## config.mk

```make
export PLATFORM = sky130hd
export DESIGN_NAME = rram_pv_seq
export DESIGN_NICKNAME = d
export VERILOG_FILES = /design/src/rtl/rram_pv_seq.sv
export SDC_FILE = /design/constraint.sdc
export NUM_CORES = 1
export LEC_CHECK = 0
export ABC_AREA = 1
export BUFFER_PORTS_ARGS = -buffer_cell sky130_fd_sc_hd__buf_2
export CAP_MARGIN = 30
export CORE_MARGIN = 1.5
export CORE_UTILIZATION = 40
export CTS_CLUSTER_SIZE = 16
export DETAILED_ROUTE_END_ITERATION = 8
export PLACE_DENSITY = 0.64
export SLEW_MARGIN = 20
export SYNTH_ARGS = -nofsm -noshare
export SYNTH_HDL_FRONTEND = slang
export SYNTH_SLANG_ARGS = --single-unit
```

## constraint.sdc

```tcl
create_clock -name clk -period 2.45 [get_ports clk]
set_input_delay 0.245 -clock clk [delete_from_list [all_inputs] [get_ports clk]]
set_output_delay 0.245 -clock clk [all_outputs]
set_load 0.02 [all_outputs]
```

## src/rtl/rram_pv_seq.sv

```systemverilog
module rram_pv_seq #(
  parameter int VW = 8,
  parameter int CW = 16,
  parameter logic [VW-1:0] STEP = 1
) (
  input  logic          clk,
  input  logic          rst_n,
  input  logic          start,
  input  logic [1:0]    op,
  input  logic [VW-1:0] wl_min,
  input  logic [VW-1:0] wl_max,
  input  logic [VW-1:0] ln_min,
  input  logic [VW-1:0] ln_max,
  input  logic [CW-1:0] pulse_len,
  input  logic          vfy_ack,
  input  logic          vfy_lrs,
  output logic          busy,
  output logic          done,
  output logic          fail,
  output logic          pulse,
  output logic          vfy_req,
  output logic [VW-1:0] wl_code,
  output logic [VW-1:0] bl_code,
  output logic [VW-1:0] sl_code
);
  localparam logic [1:0] OP_RESET = 2'd2;
  localparam logic [1:0] OP_NONE  = 2'd3;

  typedef enum logic [1:0] {S_IDLE, S_PULSE, S_VFY} st_t;

  st_t           st_q;
  logic [1:0]    op_q;
  logic [VW-1:0] wl_q, ln_q;
  logic [CW-1:0] cnt_q;
  logic          done_q, fail_q;

  wire          go      = (st_q == S_IDLE) && start && (op != OP_NONE);
  wire          is_rst  = (op_q == OP_RESET);
  wire          pass    = vfy_lrs ^ is_rst;
  wire [VW:0]   wl_nx   = {1'b0, wl_q} + {1'b0, STEP};
  wire [VW:0]   ln_nx   = {1'b0, ln_q} + {1'b0, STEP};
  wire          wl_more = wl_nx <= {1'b0, wl_max};
  wire          ln_more = ln_nx <= {1'b0, ln_max};

  always_ff @(posedge clk) begin
    if (!rst_n) begin
      st_q   <= S_IDLE;
      op_q   <= '0;
      wl_q   <= '0;
      ln_q   <= '0;
      cnt_q  <= '0;
      done_q <= 1'b0;
      fail_q <= 1'b0;
    end else begin
      case (st_q)
        S_IDLE: if (go) begin
          op_q   <= op;
          wl_q   <= wl_min;
          ln_q   <= ln_min;
          cnt_q  <= pulse_len;
          done_q <= 1'b0;
          fail_q <= 1'b0;
          st_q   <= S_PULSE;
        end
        S_PULSE: begin
          if (cnt_q <= 1) st_q <= S_VFY;
          else            cnt_q <= cnt_q - 1'b1;
        end
        S_VFY: if (vfy_ack) begin
          cnt_q <= pulse_len;
          if (pass) begin
            done_q <= 1'b1;
            st_q   <= S_IDLE;
          end else if (wl_more) begin
            wl_q <= wl_nx[VW-1:0];
            st_q <= S_PULSE;
          end else if (ln_more) begin
            ln_q <= ln_nx[VW-1:0];
            wl_q <= wl_min;
            st_q <= S_PULSE;
          end else begin
            done_q <= 1'b1;
            fail_q <= 1'b1;
            st_q   <= S_IDLE;
          end
        end
        default: st_q <= S_IDLE;
      endcase
    end
  end

  assign busy    = (st_q != S_IDLE);
  assign pulse   = (st_q == S_PULSE);
  assign vfy_req = (st_q == S_VFY);
  assign done    = done_q;
  assign fail    = fail_q;
  assign wl_code = wl_q;
  assign bl_code = is_rst ? '0 : ln_q;
  assign sl_code = is_rst ? ln_q : '0;

  AST_REQ_HOLD: assert property (@(posedge clk) disable iff (!rst_n)
    vfy_req |=> (vfy_req || $past(vfy_ack)));
  AST_CODES_STABLE: assert property (@(posedge clk) disable iff (!rst_n)
    (pulse && $past(pulse)) |-> ($stable(wl_code) && $stable(bl_code) && $stable(sl_code)));
  AST_REQ_AFTER_PULSE: assert property (@(posedge clk) disable iff (!rst_n)
    $fell(pulse) |-> vfy_req);
  AST_FAIL_HAS_DONE: assert property (@(posedge clk) disable iff (!rst_n)
    fail |-> done);
  AST_BUSY_CLEAR: assert property (@(posedge clk) disable iff (!rst_n)
    busy |-> (!done && !fail));
  AST_NEXT_POINT: assert property (@(posedge clk) disable iff (!rst_n)
    ($past(vfy_req) && pulse) |-> ((wl_code == $past(wl_code) + STEP) || (wl_code == wl_min)));
endmodule

```

==> summary.txt <==
Global route
  – Vias in the first global route: 2,875
  – GR Overflow Total: 0
  – Gr usage total: 19.54%
  – GR peak layer: met2
  – First-pass GRT wire length: 12,450 µm
  – Largest net degree at the start of global routing: 20
  – GR Util met2: 35.01%
  – Met3 GRT Util: 3.232%
  – Initial antenna violation count: 0
  – Met1 Resource Use GR: 24.90%

Detailed routing
  – Via/cell ratio: 4.705
  – DRC viols: 0
  – Wirelength per Cell: 11.31 µm
  – Vias: 3,397
  – WL final: 8167 µm
  – Iter 0 DRT Violations: 134
  – Detailed Routing Iterations Pass 1: 4
  – Post-DRT Antenna Nets: 0

Clock tree
  – Clock sinks: 38
  – Clock Latency Late Sink: 290 ps
  – Clk root buf: clkbuf_8
  – CTS Hold Bufs: 0
  – H-tree Lvls: 2
  – Max Root-Sink Buffers: 2
  – Reg clk slew, reported paths: 80 ps
  – CTS tree: yes
  – TritonCTS buffer count: 5

Place
  – GPL Wtd Cong: 0.8805
  – # port buffers: 83
  – HPWL Detailed: 5911 µm

Floorplan
  – Starting Density: 41.31%
  – I/O Pins: 84
  – DIE AREA: 8020 µm²
  – Die X-Extent: 89.56 µm
  – Cell row count: 31
  – Core Area: 7253 µm²
  – Die Span Y: 89.56 µm

Power and ir drop
  – Pleak: 2.178 nW
  – Pwr Total: 0.005100 W
  – Peak supply drop: 507.7 µV
  – Pwr Density: 1218 nW/µm²

STA
  – Max Clk Rate: 393.7 MHz
  – Final setup TNS: -540.2 ps
  – Clock period minus worst slack: 2540 ps
  – Max-slew headroom: 61.05%
  – Max Transition Viols Final: 0
  – Final hold viol count: 0
  – Final period util: 103.7%
  – Worst-Margin Slew: 580.7 ps
  – Setup ws final: -90.13 ps
  – RSZ-0062 raised after global routing: yes
  – # setup viols final: 7
  – Final clock skew: 10.22 ps

Setup path
  – Most common cell on crit path: nand2_1
  – CP peak stage delay: 390 ps
  – R2R setup slack: -90 ps
  – Crit path launch type: flop
  – CP Class: flop to flop
  – CP Data Arrival Time: 2730 ps
  – Crit Path Max Fanout: 7
  – Worst-path cell chain: ha_4 > nand3_4 > buf_6 > xor2_2 > ha_1 > nand2_2 > nor2_1 > nand2_1 > nand3_1 > nand2_1 > nand2_2 > buf_6 > nand3_4 > o21ai_4 > clkbuf_16 > nand2_1 > nand2_1 > nor2_1
  – WP data required: 2640 ps
  – CP max stage cell: dfxtp_4
  – Crit end category: flop

Final layout
  – Ratio of cells with drive above 1 in the final layout: 30.50%
  – P&R area growth vs syn: 39.75%
  – Fill cells: 720
  – Multi-input gate area: 2122 µm²
  – FF+latch area: 777.0 µm²
  – Layout Nets: 697
  – ANT cells: 0

Flow run
  – Max_cap viols: 0

Outcome
  – Outcome: complete, but fails checks
  – Failing checks: negative setup slack

Yosys
  – Mapped Nets: 584
  – Synthesis warning total: 0
  – Synthesized instance count: 509
  – FF+latch count, synth: 38
  – Sequential fraction of the synthesis area: 25.39%
  – Mean post-synth cell area: 5.887 µm²
  – Distinct cell type count after synthesis: 31
  – Post-synthesis cell area: 2997 µm²

Min path
  – Worst hold path type: input pin to flop
[cells in the final DEF (no fill, tap or decap), types with 2 or more instances in the layout]
cell / count
buf_2: 83
a21oi_1: 33
nor2_1: 76
buf_4: 30
dfxtp_2: 4
dfxtp_4: 3
xnor2_1: 2
inv_1: 70
nand2_4: 4
clkbuf_8: 6
o21ai_0: 34
xor2_2: 2
nand2_2: 13
a21oi_2: 2
nand3_1: 13
clkinv_1: 2
clkinvlp_4: 2
nor2_2: 6
clkbuf_16: 2
nor2_4: 6
o31ai_1: 4
buf_6: 4
nand4_1: 3
inv_2: 3
dfxtp_1: 31
xor2_1: 8
or2_2: 3
nor3_1: 5
ha_1: 16
a31oi_1: 2
ha_4: 4
nand3_4: 4
nand3_2: 4
nand2_1: 130
[final timing paths]
check / from / end / depth (start not counted)
worst max-delay path: wl_code[1] / wl_code[3] / 18
worst min register to register: op_q[0] / op_q[0] / 2
worst max register to register: wl_code[1] / wl_code[3] / 18
worst min-delay path: op[0] / op_q[0] / 3
[cell usage after synthesis]
cell type  number  area share, %
a21oi_1        34            5.7
buf_4           2           0.50
ha_1           20            8.4
nand3_2         1           0.33
and2_1          1           0.21
o31ai_1         4            1.0
nand4_1         3           0.63
clkbuf_1        5           0.63
a21oi_2         1           0.29
nand2_1       145             18
clkinv_1        2           0.25
a31oi_1         2           0.42
nor3_1          5           0.83
nor2_4          1           0.38
nor2_2          2           0.42
buf_2           5           0.83
nand3_1        20            3.3
o21ai_2         1           0.29
o21ai_0        35            5.8
inv_2           1           0.13
nor2_1         85             11
inv_1          73            9.1
buf_6           2           0.75
o41ai_1         1           0.29
xnor2_1         2           0.58
xor2_1         10            2.9
nand3b_1        1           0.25
or2_2           4           0.83
o21bai_1        1           0.25
nand2_2         2           0.42
dfxtp_1        38             25
[critical path, delay by kind of cell, from the launching register on]
kind            cells  cell delay, ps
xor+xnor            1             150
compound gates      1             220
buf+inv             3             420
fa+ha+maj           2             480
simple gates       11             760
flops               1             390
[state kept, by name, summed over array words and instances (netlist names)]
register / count
wl_code: 8
cnt_q: 16
fail: 1
op_q: 2
st_q: 2
done: 1
ln_q: 8
[through the flow]
stage	setup WS (ps)	utilization [%]	hold WS, ps	area, µm²	instances
3_3_place_gp	-54.80	51.34	433.7	3724	709
3_5_place_dp	-132.9	51.34	436.0	3724	709
4_1_cts	-3.093	54.94	251.3	3985	720
6_report	-90.13	57.74	248.0	4188	722
2_1_floorplan	9.994	-	418.3	3013	509
5_1_grt	-214.3	57.74	253.9	4188	722
[where the power goes]
part,internal [W],switching (W),leakage (nW)
combinational,0.00131,0.00204,1.79
clock,0.000394,0.000239,0.0696
sequential,0.000884,0.000235,0.317
total,0.00259,0.00251,2.18
[what timing repair did]
item,CTS,global route
gates cloned,1,1
setup buffers,2,1
setup endpoints to repair,19,27
pin swaps,7,26
gates resized for setup,21,48
[metal layers]
| layer | part of all wire, % | wire, µm | vias up |
|---|---|---|---|
| li1 | - | - | 1814 |
| met1 | 47 | 3876 | 1497 |
| met2 | 48 | 3927 | 82 |
| met3 | 4.1 | 338 | 4 |
| met4 | 0.29 | 24 | 0 |
| met5 | 0 | 0 | - |
[logic make-up (layout without fill, tap and decap cells)]
kind of cell               count (synthesis)  in the layout  share of synthesized area [%]
xor gates and xnor gates                  12             12                          3.507
and+or+nand+nor                          270            270                          36.45
buffers and inverters                     90            204                          12.23
DFF                                       38             38                          25.39
adders and majority gates                 20             20                          8.351
AOI/OAI and AO/OA                         79             79                          14.07
[cell type report]
class | instances | share of cell area, %
tap | 99 | 2.958
multi-input combinational | 381 | 50.67
sequential | 38 | 18.55
inverter | 76 | 6.902
timing repair inverter | 1 | 0.1793
clock inverter | 1 | 0.7171
timing repair buffer | 119 | 17.45
clock buffer | 7 | 2.569
Note: power is estimated with default switching activity, not from simulation.
